**config.mk**
```make
export PLATFORM = sky130hd
export DESIGN_NAME = pla_array
export DESIGN_NICKNAME = d
export VERILOG_FILES = /design/src/rtl/pla_pkg.sv /design/src/rtl/pla_loader.sv /design/src/rtl/pla_and_plane.sv /design/src/rtl/pla_or_plane.sv /design/src/rtl/pla_array.sv
export SDC_FILE = /design/constraint.sdc
export NUM_CORES = 1
export LEC_CHECK = 0
export BUFFER_PORTS_ARGS = -buffer_cell sky130_fd_sc_hd__buf_2
export CAP_MARGIN = 20
export CORE_AREA = 4 4 102 104
export DETAILED_ROUTE_END_ITERATION = 10
export DIE_AREA = 0 0 106 108
export SLEW_MARGIN = 25
export SYNTH_ARGS = -nofsm -noshare
export SYNTH_HDL_FRONTEND = slang
export SYNTH_SLANG_ARGS = --single-unit
```
**constraint.sdc**
```tcl
create_clock -name clk -period 1.88 [get_ports clk]
set_input_delay 0.188 -clock clk [delete_from_list [all_inputs] [get_ports clk]]
set_output_delay 0.188 -clock clk [all_outputs]
set_load 0.05 [all_outputs]
```
**src/rtl/pla_pkg.sv**
```systemverilog
package pla_pkg;
  typedef enum logic [1:0] {
    PH_IDLE = 2'd0,
    PH_AND  = 2'd1,
    PH_OR   = 2'd2
  } pla_phase_e;
endpackage

```
**src/rtl/pla_loader.sv**
```systemverilog
module pla_loader
  import pla_pkg::*;
#(
  parameter int N  = 3,
  parameter int R  = 2,
  parameter int RW = 2
) (
  input  logic          clk,
  input  logic          rst_n,
  input  logic          start,
  input  logic          valid,
  input  logic          row_illegal,
  output logic          and_we,
  output logic          or_we,
  output logic [RW-1:0] row,
  output logic          done,
  output logic          err
);
  localparam logic [RW-1:0] LAST_AND = RW'(N - 1);
  localparam logic [RW-1:0] LAST_OR  = RW'(R - 1);

  pla_phase_e    ph_q, ph_d;
  logic [RW-1:0] row_q, row_d;
  logic          done_q, done_d;
  logic          err_q, err_d;

  always_comb begin
    ph_d   = ph_q;
    row_d  = row_q;
    done_d = done_q;
    err_d  = err_q;
    and_we = 1'b0;
    or_we  = 1'b0;
    if (start) begin
      ph_d   = PH_AND;
      row_d  = '0;
      done_d = 1'b0;
      err_d  = 1'b0;
    end else if (valid) begin
      case (ph_q)
        PH_AND: begin
          and_we = 1'b1;
          if (row_illegal) err_d = 1'b1;
          if (row_q == LAST_AND) begin
            ph_d  = PH_OR;
            row_d = '0;
          end else begin
            row_d = row_q + 1'b1;
          end
        end
        PH_OR: begin
          or_we = 1'b1;
          if (row_q == LAST_OR) begin
            ph_d   = PH_IDLE;
            row_d  = '0;
            done_d = 1'b1;
          end else begin
            row_d = row_q + 1'b1;
          end
        end
        default: ;
      endcase
    end
  end

  always_ff @(posedge clk or negedge rst_n) begin
    if (!rst_n) begin
      ph_q   <= PH_IDLE;
      row_q  <= '0;
      done_q <= 1'b0;
      err_q  <= 1'b0;
    end else begin
      ph_q   <= ph_d;
      row_q  <= row_d;
      done_q <= done_d;
      err_q  <= err_d;
    end
  end

  assign row  = row_q;
  assign done = done_q;
  assign err  = err_q;

  assert_start_clears_R8: assert property (@(posedge clk) disable iff (!rst_n)
    start |=> (!done && !err));

  assert_done_after_last_R2: assert property (@(posedge clk) disable iff (!rst_n)
    $rose(done) |-> $past(ph_q == PH_OR && valid && !start && row_q == LAST_OR));

  assert_err_sticky_R6: assert property (@(posedge clk) disable iff (!rst_n)
    (err && !start) |=> err);

  assert_err_cause_R6: assert property (@(posedge clk) disable iff (!rst_n)
    $rose(err) |-> $past(and_we && row_illegal));

  assert_idle_no_write_R9: assert property (@(posedge clk) disable iff (!rst_n)
    (ph_q == PH_IDLE) |-> (!and_we && !or_we));
endmodule

```
**src/rtl/pla_and_plane.sv**
```systemverilog
module pla_and_plane #(
  parameter int M  = 2,
  parameter int N  = 3,
  parameter int RW = 2
) (
  input  logic           clk,
  input  logic           rst_n,
  input  logic           we,
  input  logic [RW-1:0]  row,
  input  logic [2*M-1:0] wdata,
  input  logic [M-1:0]   x,
  output logic           wr_illegal,
  output logic [N-1:0]   terms
);
  localparam int AW = 2 * M;

  logic [AW-1:0] mem [N];

  always_ff @(posedge clk) begin
    if (we) mem[row] <= wdata;
  end

  always_comb begin
    wr_illegal = 1'b0;
    for (int p = 0; p < M; p++) begin
      if (wdata[2*p+1] && wdata[2*p]) wr_illegal = 1'b1;
    end
  end

  for (genvar j = 0; j < N; j++) begin : g_term
    logic match;
    logic used;
    always_comb begin
      match = 1'b1;
      used  = 1'b0;
      for (int p = 0; p < M; p++) begin
        if (mem[j][2*p+1] || mem[j][2*p]) used = 1'b1;
        if (mem[j][2*p+1] && !x[p]) match = 1'b0;
        if (mem[j][2*p] && x[p]) match = 1'b0;
      end
    end
    assign terms[N-1-j] = match & used;
  end

  assert_row_in_range_R2: assert property (@(posedge clk) disable iff (!rst_n)
    we |-> (int'(row) < N));
endmodule

```
**src/rtl/pla_or_plane.sv**
```systemverilog
module pla_or_plane #(
  parameter int N  = 3,
  parameter int R  = 2,
  parameter int RW = 2
) (
  input  logic          clk,
  input  logic          rst_n,
  input  logic          we,
  input  logic [RW-1:0] row,
  input  logic [N-1:0]  wdata,
  input  logic [N-1:0]  terms,
  input  logic          en,
  output logic [R-1:0]  y
);
  logic [N-1:0] mem [R];
  logic [R-1:0] sum;

  always_ff @(posedge clk) begin
    if (we) mem[row] <= wdata;
  end

  for (genvar k = 0; k < R; k++) begin : g_sum
    assign sum[R-1-k] = |(mem[k] & terms);
  end

  assign y = en ? sum : '0;

  assert_row_in_range_R2: assert property (@(posedge clk) disable iff (!rst_n)
    we |-> (int'(row) < R));

  assert_no_write_when_live_R9: assert property (@(posedge clk) disable iff (!rst_n)
    en |-> !we);
endmodule

```
**src/rtl/pla_array.sv**
```systemverilog
module pla_array #(
  parameter int M = 4,
  parameter int N = 8,
  parameter int R = 4,
  localparam int CW    = (2 * M > N) ? 2 * M : N,
  localparam int MAXNR = (N > R) ? N : R,
  localparam int RW    = (MAXNR > 1) ? $clog2(MAXNR) : 1
) (
  input  logic          clk,
  input  logic          rst_n,
  input  logic          cfg_start,
  input  logic          cfg_valid,
  input  logic [CW-1:0] cfg_data,
  output logic          cfg_done,
  output logic          cfg_err,
  input  logic [M-1:0]  x_in,
  output logic [R-1:0]  y_out
);
  logic          and_we;
  logic          or_we;
  logic          row_illegal;
  logic [RW-1:0] row;
  logic [N-1:0]  terms;

  pla_loader #(.N(N), .R(R), .RW(RW)) u_loader (
    .clk         (clk),
    .rst_n       (rst_n),
    .start       (cfg_start),
    .valid       (cfg_valid),
    .row_illegal (row_illegal),
    .and_we      (and_we),
    .or_we       (or_we),
    .row         (row),
    .done        (cfg_done),
    .err         (cfg_err)
  );

  pla_and_plane #(.M(M), .N(N), .RW(RW)) u_and (
    .clk        (clk),
    .rst_n      (rst_n),
    .we         (and_we),
    .row        (row),
    .wdata      (cfg_data[2*M-1:0]),
    .x          (x_in),
    .wr_illegal (row_illegal),
    .terms      (terms)
  );

  pla_or_plane #(.N(N), .R(R), .RW(RW)) u_or (
    .clk   (clk),
    .rst_n (rst_n),
    .we    (or_we),
    .row   (row),
    .wdata (cfg_data[N-1:0]),
    .terms (terms),
    .en    (cfg_done),
    .y     (y_out)
  );

  assert_single_plane_write_R2: assert property (@(posedge clk) disable iff (!rst_n)
    !(and_we && or_we));

  assert_quiet_until_done_R7: assert property (@(posedge clk) disable iff (!rst_n)
    (!cfg_done && !$past(cfg_done)) |-> (y_out == '0));
endmodule

```
Word-level counts from Yosys, hierarchy flattened

Memory sizes are Yosys's and may differ from the RTL's.
Index checks and enable logic that the tools add are counted.

Register bits after elaboration: 7
Memory bits (writable): 96
Logic and storage cells: 272
Memories: 2

Add/sub/neg operators: 1
Eq/ne operators: 6
Mux-type cells: 129
Bitwise logic cells: 12
Reduce and logical (&&, ||, !) cells: 118

Memories:

| memory    | depth | width | read ports | clocked after Yosys merged registers in | wr ports | RTL line            | source |
|---|---|---|---|---|---|---|---|
| u_and.mem | 8     | 8     | 8          | 0                                       | 1        | pla_and_plane.sv:17 | `logic [AW-1:0] mem [N];` |
| u_or.mem  | 4     | 8     | 4          | 0                                       | 1        | pla_or_plane.sv:15  | `logic [N-1:0] mem [R];` |

Operators with widths:

| operator                                                                 | count |
|---|---|
| 1-bit 2-to-1 mux                                                         | 118 |
| 1-bit logical AND                                                        | 68 |
| 8-bit bitwise AND                                                        | 4 |
| 1-bit logical OR                                                         | 32 |
| 8-bit OR reduction                                                       | 4 |
| 3-bit 2-to-1 mux                                                         | 4 |
| 2-bit nonzero test                                                       | 5 |
| 1-bit bitwise AND                                                        | 8 |
| 2-bit 2-to-1 mux                                                         | 4 |
| 3-bit by 2-bit inequality test with 1-bit output (second input constant) | 2 |
| 3-bit one-hot mux with 2 select lines                                    | 1 |
| 3-bit AND reduction                                                      | 2 |
| 1-bit logical NOT                                                        | 4 |
| 4-bit 2-to-1 mux                                                         | 1 |
| 2-bit one-hot mux with 2 select lines                                    | 1 |
| 4-bit AND reduction                                                      | 1 |
| 3-bit by 1-bit adder with 3-bit output (second input constant)           | 1 |
| 3-bit by 2-bit == test with 1-bit output (second input constant)         | 1 |
| 3-bit == test (second input constant)                                    | 1 |
| 3-bit nonzero test                                                       | 1 |
| 2-bit by 1-bit == test with 1-bit output (second input constant)         | 1 |
| 2-bit == test (second input constant)                                    | 1 |
| 2-bit AND reduction                                                      | 1 |

Logic depth before layout (Yosys ltp)

Gate-level depths: netlist of the first run.

Depth after elaboration: 14
Gate-level depth with buffers: 7
Depth with buffers taken out: 7

Hierarchy

A second synthesis of the first run with hierarchy kept.

Cells, all modules: 254
Area total of the unflattened synthesis: 4136.5 sq um

Modules (own cells, without submodules):

| module        | times used | cells an instance | area each (sq um) | sequential area each (sq um) |
|---|---|---|---|---|
| pla_and_plane | 1          | 156               | 2600.0            | 1921.8 |
| pla_or_plane  | 1          | 58                | 1149.9            | 960.9 |
| pla_loader    | 1          | 40                | 386.6             | 175.2 |

Worst setup path after synthesis of the first run

No wires, ideal clock.

Kind: reg2out
From: mem u_and.mem[7][0] (netlist bit)
To: out y_out[0]
Arrival: 1.971 ns
Slack: -0.279 ns
Stages on the path, launching flop included: 6
Buffers on the path: 0
Path through: edfxtp_1 -> or4_4 -> o211ai_2 -> nor2_1 -> a2111oi_0 -> a31oi_1

RTL lines:

| what        | RTL line            | source |
|---|---|---|
| from (decl) | pla_and_plane.sv:17 |  |
| to (decl)   | pla_array.sv:17     | `output logic [R-1:0] y_out` |

==> summary.md, run 1 <==
The number of max-cap violations is 0. The count of filler cells inserted in the layout is 789, and the initial core utilization is 44.2%. In this run the worst path has a maximum fanout of 4. Wires add up to 9050 µm.

The synthesized area per cell came out at 15.2 µm². Number of rows created at floorplan: 36. At the worst endpoint, the required time is 1.69 ns.

The tools report the sort of element at the end of the critical path as an output pin. The logic depth of the worst path, buffers included was 7. TritonCTS built the clock tree.

For this run the aggregate overflow at the end of global routing stands at 0. The leakage power figure was 1.85 nW; the total power density per cell area was 825 nW/µm². The flow ran to the end, but the final reports show violations. Combinational logic burns 6.5% of the power. In the final design database the tool counted 365 nets. The cell sitting at the root of the clock tree is a clkbuf_8. Dividing the detail-routed wire length by the instance count gives 18.9 µm. By count the netlist is led by edfxtp_1, mux2i_1, nor2_1, nand2_1, nand3_1.

The H-tree generated during clock tree synthesis spans 3 levels. In this run the remaining antenna-violating nets after routing total 0. The number of buffers on the longest clock path is 2, and the layout cell share with drive strength beyond 1 is 26.6%.

The run gives 0.390 GHz as the upper clock frequency limit. For the worst setup path, the data arrival time is 2.38 ns. The congestion estimate from routability-driven global placement came to 0.857.

During synthesis, Yosys emitted a total of 0 warnings. Setup violations remaining at the end of the flow were counted as 4. Detailed placement finished with a half-perimeter wire length of 6140 µm. Internal power comes to 3.39 mW. The portion of synthesized cell area occupied by the leading cell type works out to 68.3%. At the later pin of the worst-skew pair, clock insertion delay measures 0.35 ns.

Setup repair after global routing could not meet its margin everywhere. The area of the mapped netlist was 4220 µm²; the setup slack after layout was -0.685 ns. For the number of optimization iterations in the first detailed-route pass, the log shows 5. Port buffering added 21 buffers.

edfxtp_1 is the most common cell in the netlist. The final hold violation count is 0, and the number of synthesized flops with an enable pin is 96. The run gives 0.0149 ns as the worst-case clock skew. The cell type contributing the most total cell area after synthesis is edfxtp_1. In the synthesized netlist, the number of instances is 277. After clock tree synthesis, the clock-pin slew on the worst setup and hold paths is 0.09 ns.

The met3 layer usage reported by global route was 2.39%; the net count of the mapped netlist was 300. The async set-reset flop share out of synthesis is 6.80%, and the part of the power in the clock network is 33.8%. The total die area was 11400 µm²; the count of unique library cells instantiated by Yosys was 33. The global-route usage over all layers was 16.9%; the proportion of synthesized chip area in sequential cells was 72.4%.

The logs give 0 for the initial antenna violation count and 4.28 mW for the total design power. Layer with the highest usage after global routing: met2. On the final layout, the worst hold slack is 0.122 ns. Of the available clock period, the critical path in the final layout requires 136%. Sequential cells burn 59.7% of the power. Across the VDD grid, the largest voltage drop is 352 µV.

The worst setup path is of the register to output pin kind. The length in cells of the worst reg-to-reg path was 6; the core box area was 9550 µm². From left edge to right edge, the die measures 106 µm. During I/O placement, the number of pins put on the boundary was 22. For this run, global-route usage on met1 was measured as 21.6%.

On the critical path the largest part of the delay comes from simple AND/OR/NAND/NOR gates. The number of diodes is 0, and the delay contributed by the slowest stage of the critical path is 0.59 ns. Count of final max-slew check failures: 0. Compared with the post-synthesis result, the final layout area differs by 22.8%.

The analysis attributes to net switching a power of 0.888 mW. Measured against its own limit, the worst slew margin works out to 59.4%. In the synthesized netlist the dominant register cell turns out to be edfxtp_1.

Worst-case register-to-register setup slack: 0.20 ns. Class of the tightest hold or removal check: input port to register. The wire length of the first global-routing pass came out at 14000 µm.

The kind of launch point of the worst setup path was a register. The run gives 9 as the number of buffers created by CTS. The total of flip-flops plus latches after synthesis was 103.

The final reports fail on setup timing. In this run, the number of DRC markers left after iteration 0 of detailed routing was 151. The sequential cells in the finished layout cover a total of 3060 µm². The post-route minimum period was 2.57 ns; the pin count of the biggest net entering global routing was 17.

The post-route DRC violation count came out at 0. Walking the worst path, the cells encountered are or4_1, o211ai_4, nor2_1, a2111oi_4, buf_4, a31oi_4, buf_6. The worst register-to-register path ends at u_and.mem[2][6]. At the pin with the least slew margin, the transition time is 0.610 ns. Following the worst setup path forward leads to its endpoint at y_out[0].

For the fraction of met2 tracks used by global routing, the log shows 29.4%. The clock net in this run drives a total of 103 sinks. The detail-routed via count per cell works out to 5.33. The most critical setup path has its startpoint at u_and.mem[4][5].

The tools report the beginning of the worst register-to-register path as u_loader.ph_q[1]. The via count of the first global-routing pass was 2608; the final design utilization was 54.3%. Ranked by total cell area, the synthesized netlist is headed by edfxtp_1, mux2i_1, dfrtp_1.

The buffers plus inverters on the worst setup path was 2. Summing all multi-input logic gate instances after layout gives 1290 µm². The floorplan step set the die height to 108 µm. The number of vias after detailed routing is 2551, and the switching fraction of total power is 20.8%.

For this design, the slowest cell found on the critical path is or4_1.
per-stage QoR:
stage | worst slack (ns) | instance area, µm² | instances | TNS (ns)
after global placement | -0.401 | 4840 | 461 | -1.48
after CTS | -0.687 | 5180 | 479 | -2.71
after detailed placement | -0.433 | 4840 | 461 | -1.62
final | -0.685 | 5190 | 479 | -2.69
after global routing | -0.768 | 5190 | 479 | -3.01
after floorplan | -0.185 | 4320 | 277 | -0.738
power groups by stage:
stage	registers, mW	clock network, mW	logic [mW]
3_5_place_dp	2.60	0	0.272
6_report	2.55	1.45	0.279
4_1_cts	2.55	1.48	0.282
3_3_place_gp	2.60	0	0.270
5_1_grt	2.56	1.60	0.307
2_1_floorplan	2.61	0	0.132
sequential cells by signal, summed over array words and instances (netlist names):
register / cells
u_and.mem: 64
u_loader.ph_q: 2
u_loader.done: 1
u_loader.row: 3
u_or.mem: 32
u_loader.err: 1
repair_timing:
item                       CTS  global route
gates resized for setup     18             1
hold endpoints to repair     7             0
hold buffers                 1             0
setup endpoints to repair    4             4
setup buffers                2             0
pin swaps                    6             3
cells by family (layout without fill, tap and decap cells):
kind of cell / Yosys count / after routing / synth area share (%)
DFF: 103 / 103 / 72.4
and+or+nand+nor: 79 / 79 / 9.36
AOI/OAI and AO/OA: 41 / 41 / 6.99
muxes: 32 / 32 / 7.59
buffers and inverters: 14 / 83 / 1.36
adders and majority gates: 7 / 7 / 2.07
xor gates and xnor gates: 1 / 1 / 0.207
cell type report:
type,instances,area share [%]
Clock buffer,10,2.46
Tap cell,133,3.21
Sequential cell,103,59.0
Inverter,6,0.434
Multi-Input combinational cell,160,24.8
Clock inverter,5,1.59
Timing Repair Buffer,62,8.49
cells in the final DEF (no fill, tap or decap), types with 4 or more instances in the layout:
cell / netlist / routed
edfxtp_1: 96 / 96
buf_4: 0 / 40
mux2i_1: 32 / 32
nor2_1: 24 / 23
buf_2: 4 / 17
nand2_1: 15 / 15
nand3_1: 12 / 12
a22oi_1: 11 / 11
nor4_1: 10 / 10
clkbuf_8: 0 / 9
ha_1: 7 / 7
dfrtp_1: 7 / 7
a21oi_1: 7 / 6
inv_1: 6 / 6
a2111oi_4: 0 / 4
a31oi_4: 0 / 4
and2_1: 4 / 4
buf_6: 0 / 4
worst min path at each step:
| stage | slack (ns) | cells after the start | to | start |
|---|---|---|---|---|
| 3_3_place_gp | 0.03 | 1 | u_loader.err | rst_n |
| 6_report | 0.12 | 2 | u_loader.err | cfg_start |
| 5_1_grt | 0.12 | 1 | u_or.mem[0][5] | cfg_data[5] |
| 2_1_floorplan | -0.11 | 0 | u_loader.done | rst_n |
| 4_1_cts | 0.11 | 2 | u_loader.err | cfg_start |
| 3_5_place_dp | 0.03 | 1 | u_loader.err | rst_n |
metal layers:
layer | share of wire [%] | up-vias
li1 | - | 1218
met1 | 44 | 1279
met2 | 52 | 48
met3 | 3.1 | 6
met4 | 1.3 | 0
met5 | 0 | -
No activity file was read; power rests on OpenSTA's default activity.
==> inputs of run 2 (changes only) <==
--- a/config.mk
+++ b/config.mk
@@ -7,9 +7,13 @@
 export LEC_CHECK = 0
 export BUFFER_PORTS_ARGS = -buffer_cell sky130_fd_sc_hd__buf_2
 export CAP_MARGIN = 20
-export CORE_AREA = 4 4 102 104
+export CELL_PAD_IN_SITES_DETAIL_PLACEMENT = 2
+export CELL_PAD_IN_SITES_GLOBAL_PLACEMENT = 2
+export CORE_AREA = 4 4 108 110
 export DETAILED_ROUTE_END_ITERATION = 10
-export DIE_AREA = 0 0 106 108
+export DIE_AREA = 0 0 112 114
+export HOLD_SLACK_MARGIN = 0.15
+export PLACE_DENSITY_LB_ADDON = 0.1
 export SLEW_MARGIN = 25
 export SYNTH_ARGS = -nofsm -noshare
 export SYNTH_HDL_FRONTEND = slang
==> summary.md, run 2 (synthesis gave the netlist of run 1 again) <==
The initial utilization of the core area, before any placement, comes to 39.5%. The tools report the HPWL after detailed placement as 7920 µm. For this design the ratio of total power to cell area is 791 nW/µm². The number of antenna-violating nets in the routed design is 0, and the post-detailed-routing wire length is 11300 µm.

Row generation in the floorplan step produced 38 rows. The tools report the setup slack after layout as -0.822 ns. The top cell types in the final layout, fill and taps aside, are edfxtp_1, buf_4, mux2i_1, nor2_1, buf_2. The upper clock frequency limit is 0.370 GHz, and the number of max-cap violations is 0. The slew at the pin closest to its max-slew limit was 0.632 ns; the final critical-path share of the clock period was 144%. The number of diodes is 0, and the core box area is 10700 µm². The internal portion of the total power is 3.16 mW. 22 I/O pins were placed. The count of filler cells inserted in the layout came out at 1022.

Launch point of the critical path: u_and.mem[4][5]. The initial antenna violation count was 0. The highest net fanout along the worst path was 4.

After detailed routing, the number of vias per cell comes to 5.35. Count of final max-slew check failures: 0. The post-synthesis to final-layout area growth is 25.1%. The worst hold path belongs to the class input port to asynchronous set/reset pin. The post-route minimum period came out at 2.70 ns.

In this run the tightest slew margin relative to its limit is 57.9%. The register with the most flip-flops in the layout has 64 of them. In this run the deepest clock path goes through 2 buffers.

The clock insertion delay at the later pin of the skew report was 0.38 ns; the post-route DRC violation count was 0. The worst-case IR drop observed on VDD is 310 µV. STA puts the critical path data arrival time at 2.51 ns. The sort of element at the end of the critical path was an output pin.

The met3 layer usage reported by global route came out at 2.23%. The final setup violation count came out at 4. Final hold violation count: 0. The library cell used most frequently in the layout, excluding fill and tap cells, is edfxtp_1. The share of total power dissipated in sequential elements is 61.1%. Cells with a size suffix above 1 make up 29.7% of the layout. In the final routed layout, each cell accounts on average for 22.9 µm.

For this run, global-route usage on met1 was measured as 22.4%. The pin count of the biggest net entering global routing is 19. The fraction of met2 tracks used by global routing is 35.1%.

The wire length of the first global-routing pass came out at 17500 µm. The run gives 103 as the number of clock sinks seen by CTS. TritonCTS built the clock tree. Clock-pin slew was measured on the worst setup and hold paths at 0.10 ns. Routability-driven placement finished with a final weighted congestion of 0.756. The layer with the highest usage after global routing was met2. The part of the power in the clock network is 31.5%. The total design power was 4.18 mW.

Clock skew on the completed layout was measured at 0.0109 ns. The kind of launch point of the worst setup path is a register. The largest register by flop count is u_and.mem.

The detailed router finished its first iteration with 199 violations. Data on the critical path is required at its endpoint by 1.69 ns. The startpoint identified for the worst register-to-register timing path is u_loader.ph_q[0]. The number of I/O port buffers works out to 21. In this run, CTS created clock tree buffers numbering 9.

The number of optimization iterations in the first detailed-route pass is 4. After detailed placement, the design holds a cell count of 468. The via count of the first global-routing pass was 2992; the number of standard cells in the final layout excluding fillers was 494. The H-tree was split into 3 levels. The die boundary width is 112 µm. The floorplan step defined a die boundary enclosing 12800 µm². The net count of the finished layout is 372. Switching fraction of total power: 24.5%. The final reports fail on setup timing.

The die boundary height is 114 µm, and the global-route usage over all layers is 18.5%. The tree is rooted in a clkbuf_8. Setup repair after global routing could not meet its margin everywhere. The run gives 2644 as the number of vias after detailed routing. Summed over all nets, the switching power comes to 1.02 mW. Critical path class: register to output pin. The part of the total power dissipated in combinational logic is 7.3%, and the leakage power figure is 1.88 nW.

The flow ran to the end, but the final reports show violations. Summed over all layers, the global routing overflow is 0.
## run 2: worst max-delay path, stage by stage, from the launching register on
cell and delay (ns):
edfxtp_1 0.43, or4_4 0.57, o211ai_4 0.27, nor2_2 0.10, a2111oi_4 0.35, buf_4 0.18
a31oi_4 0.08, buf_6 0.17
## run 2: power by group through the flow
stage,combinational [mW],clock [mW],sequential [mW]
after floorplan,0.132,0,2.61
after global placement,0.288,0,2.60
after detailed placement,0.296,0,2.61
after CTS,0.307,1.35,2.55
after global routing,0.337,1.45,2.56
final,0.307,1.32,2.56
## run 2: path summary, 6_finish.rpt
path | depth (start not counted) | end | slack (ns)
worst max-delay path | 7 | y_out[0] | -0.82
worst min-delay path | 2 | u_loader.ph_q[1] | 0.17
worst max register to register | 5 | u_or.mem[2][2] | 0.16
worst min register to register | 2 | u_loader.err | 0.51
max in group asynchronous | 2 | u_loader.row[2] | 1.53
min in group clk | 3 | u_loader.row[1] | 0.19
## run 2: through the flow
stage | util (%) | TNS [ns] | cell area, µm² | setup WS, ns | hold slack, ns
2_1_floorplan | - | -0.738 | 4320 | -0.185 | -0.108
3_3_place_gp | 45.8 | -1.55 | 4900 | -0.429 | 0.0435
3_5_place_dp | 45.8 | -2.05 | 4900 | -0.544 | 0.0457
4_1_cts | 48.8 | -3.14 | 5220 | -0.793 | 0.168
5_1_grt | 49.4 | -3.52 | 5280 | -0.903 | 0.193
6_report | 49.4 | -3.16 | 5280 | -0.822 | 0.174
## run 2: repair_timing
item | 4_1_cts | 5_1_grt
gates resized for setup | 18 | 6
hold buffers | 3 | 0
setup buffers | 3 | 4
endpoints found under the hold margin | 12 | 0
endpoints found under the setup margin | 4 | 6
pin swaps | 12 | 4
## run 2: routing by layer
layer / vias to the layer above / share of wire [%]
met2: 41 / 55
met4: 0 / 1.1
met5: - / 0
met1: 1357 / 41
met3: 11 / 2.8
li1: 1235 / -
## run 2: area by class of cell
type | instances | area [µm²] | share of cell area [%]
flip-flops and latches | 103 | 3060 | 57.9
multi-input cells | 160 | 1300 | 24.6
repair buffers | 69 | 548 | 10.4
well taps | 140 | 175 | 3.32
clock buffers | 9 | 124 | 2.34
clock inverters | 7 | 55.1 | 1.04
inverters | 6 | 22.5 | 0.426
==> inputs of run 3 (changes only) <==
--- a/config.mk
+++ b/config.mk
@@ -13,7 +13,9 @@
 export DETAILED_ROUTE_END_ITERATION = 10
 export DIE_AREA = 0 0 112 114
 export HOLD_SLACK_MARGIN = 0.15
-export PLACE_DENSITY_LB_ADDON = 0.1
+export PLACE_DENSITY = 0.86
+export SETUP_SLACK_MARGIN = 0.3
+export SKIP_CTS_REPAIR_TIMING = 1
 export SLEW_MARGIN = 25
 export SYNTH_ARGS = -nofsm -noshare
 export SYNTH_HDL_FRONTEND = slang
==> summary.md, run 3 (synthesis gave the netlist of run 1 again) <==
The run finished, with violations left. The checks that failed: setup timing. In the layout the commonest cells are edfxtp_1, buf_4, mux2i_1, buf_2, nor2_1. The die boundary height works out to 114 µm. The setup slack after layout is -0.899 ns, and the HPWL after detailed placement is 8350 µm. The number of clock buffers added by TritonCTS is 9.

At the end of the flow the core is filled with cells to 50.7%. The first global-routing pass estimated 18200 µm of wire. Data on the critical path is required at its endpoint by 1.69 ns.

22 I/O pins were placed. The routed design has 13400 µm of wire. The final critical-path share of the clock period was 148%; the initial core utilization was 39.5%. The worst setup path is captured at an output pin.

The class of the tightest hold or removal check is input port to register. The post-route cell area was 5420 µm². The clock reaches the later pin of the worst-skew pair after 0.37 ns. The detail-routed via count per cell came out at 5.66. The layout cell share with drive strength beyond 1 was 36.2%; the count of final max-slew check failures was 0. After the first detailed-routing iteration, the DRC count stood at 172.

The worst path needs 2.78 ns of the cycle, external delays included. The highest net fanout along the worst path works out to 4. Row generation in the floorplan step produced 38 rows.

Setup violations remaining at the end of the flow were counted as 4. At the worst endpoint, the arrival time is 2.59 ns. The number of antenna diodes in the final layout is 0.

In this run the register-to-register setup slack is 0.24 ns. Setup total negative slack on the finished layout was measured at -3.30 ns. The cell depth of the worst hold path works out to 2.

The number of nets at the end of the flow is 369. Walking the worst path, the cells encountered are or4_1, o211ai_1, buf_4, nor2_4, a2111oi_4, buf_4, a31oi_4, buf_6. From synthesis to final layout, the design area changed by 28.4%.

The worst-case clock skew is 0.0108 ns, and the total design power is 4.38 mW. The beginning of the worst register-to-register path is u_loader.ph_q[1]. Together, buffers and inverters on the worst path number 3. For this run, design rule violations remaining after detail routing come to 0. The residual overflow from global routing was 0. The worst hold path terminates at u_loader.row[0].

The run gives 2945 as the via count of the first global-routing pass. TritonCTS built the clock tree. Clock tree synthesis selected as its root buffer the cell clkbuf_8. Initial antenna violation count: 0. In this run the tightest slew margin relative to its limit is 59.6%. Reg-to-reg critical path endpoint: u_and.mem[3][1]. The tools report the number of max-cap violations as 0. The tools report the area after detailed placement as 4850 µm². Clock-pin slew was measured on the worst setup and hold paths at 0.11 ns. Entering global routing, the biggest net connects 19 pins. The die covers 12800 µm². On the final layout, the worst hold slack is 0.150 ns. The total power density per cell area was 808 nW/µm²; the final hold violation count was 0.

Across every metal layer, demand over resource in global routing totals 19.1%. In this design, the largest share of critical-path delay is due to compound AO/OA/AOI/OAI gates. The commonest non-fill, non-tap cell in the layout is edfxtp_1.

The length in cells of the worst reg-to-reg path came out at 7. The slowest library cell on the worst path is or4_1. The core region is 10700 µm². The tools report the kind of launch point of the worst setup path as a register. The count of cells in the finished layout, fillers not included, comes to 491. The number of optimization iterations in the first detailed-route pass was 5. Setup repair after global routing could not meet its margin everywhere. The deepest level of the CTS H-tree is 3. The number of clock sinks seen by CTS is 103, and the upper clock frequency limit is 0.360 GHz. Counting stages on the worst path, the most repeated cell is buf_4.

IR analysis of the VDD net gives a maximum drop of 526 µV. The setup slack after placement came out at -0.478 ns. The clock passes through at most 2 buffers. The largest register by flop count was u_and.mem. The critical path in this run is classified as register to output pin. The die boundary width works out to 112 µm. In the final routed layout, each cell accounts on average for 27.4 µm.

The number of vias after detailed routing is 2781, and the number of cells in the design after placement is 457. At the pin with the least slew margin, the transition time is 0.606 ns. The number of I/O port buffers came out at 21. The count of nets left with antenna violations once routing finished came out at 0. The worst hold path begins at cfg_start. At the end of routability-driven placement, the weighted congestion stood at 0.811. The largest single stage delay on the critical path is 0.57 ns. The register with the most flip-flops in the layout has 64 of them.

The run gives 1.91 nW as the leakage power figure.
## run 3: cell types whose count changed in the layout (fill, tap and decap cells not counted), moves of 3 or more
cell     previous run  this run
nand2_4             0         3
and2_1              4         0
buf_6               4         9
nand2_1            15        10
and2_4              0         4
buf_4              41        36
nor2_1             19        13
dfrtp_2             0         3
nor2_4              0         8
dfrtp_1             7         4
## run 3: how the worst max path moves through the flow
stage,slack [ns],startpoint,endpoint,depth (start not counted)
after floorplan,-0.18,u_and.mem[7][0],y_out[0],5
after global placement,-0.36,u_and.mem[7][0],y_out[2],6
after detailed placement,-0.48,u_and.mem[7][5],y_out[1],6
after CTS,-0.91,u_and.mem[7][5],y_out[1],6
after global routing,-0.98,u_and.mem[4][4],y_out[3],7
final,-0.90,u_and.mem[6][5],y_out[0],8
## run 3: where the power goes
group / leakage [nW] / switching, mW / internal, mW / total (mW)
Sequential: 0.952 / 0.0241 / 2.54 / 2.56
Combinational: 0.847 / 0.227 / 0.142 / 0.369
Clock: 0.106 / 0.818 / 0.633 / 1.45
## run 3: area by class of cell
type | instances | area, µm²
clock buffers | 9 | 124
clock inverters | 7 | 77.6
fillers | 970 | 5280
inverters | 6 | 26.3
multi-input cells | 160 | 1430
flip-flops and latches | 103 | 3060
well taps | 140 | 175
repair buffers | 66 | 522
## run 3: per-layer routing
layer  vias to the layer above  share of wire (%)  wire length, µm  track usage (%)
li1                       1230                  -                -                -
met1                      1478                 42             5640             25.4
met2                        61                 53             7120             33.7
met3                        12                3.7              494             2.81
met4                         0                1.3              176             3.93
met5                         -                  0                0                0
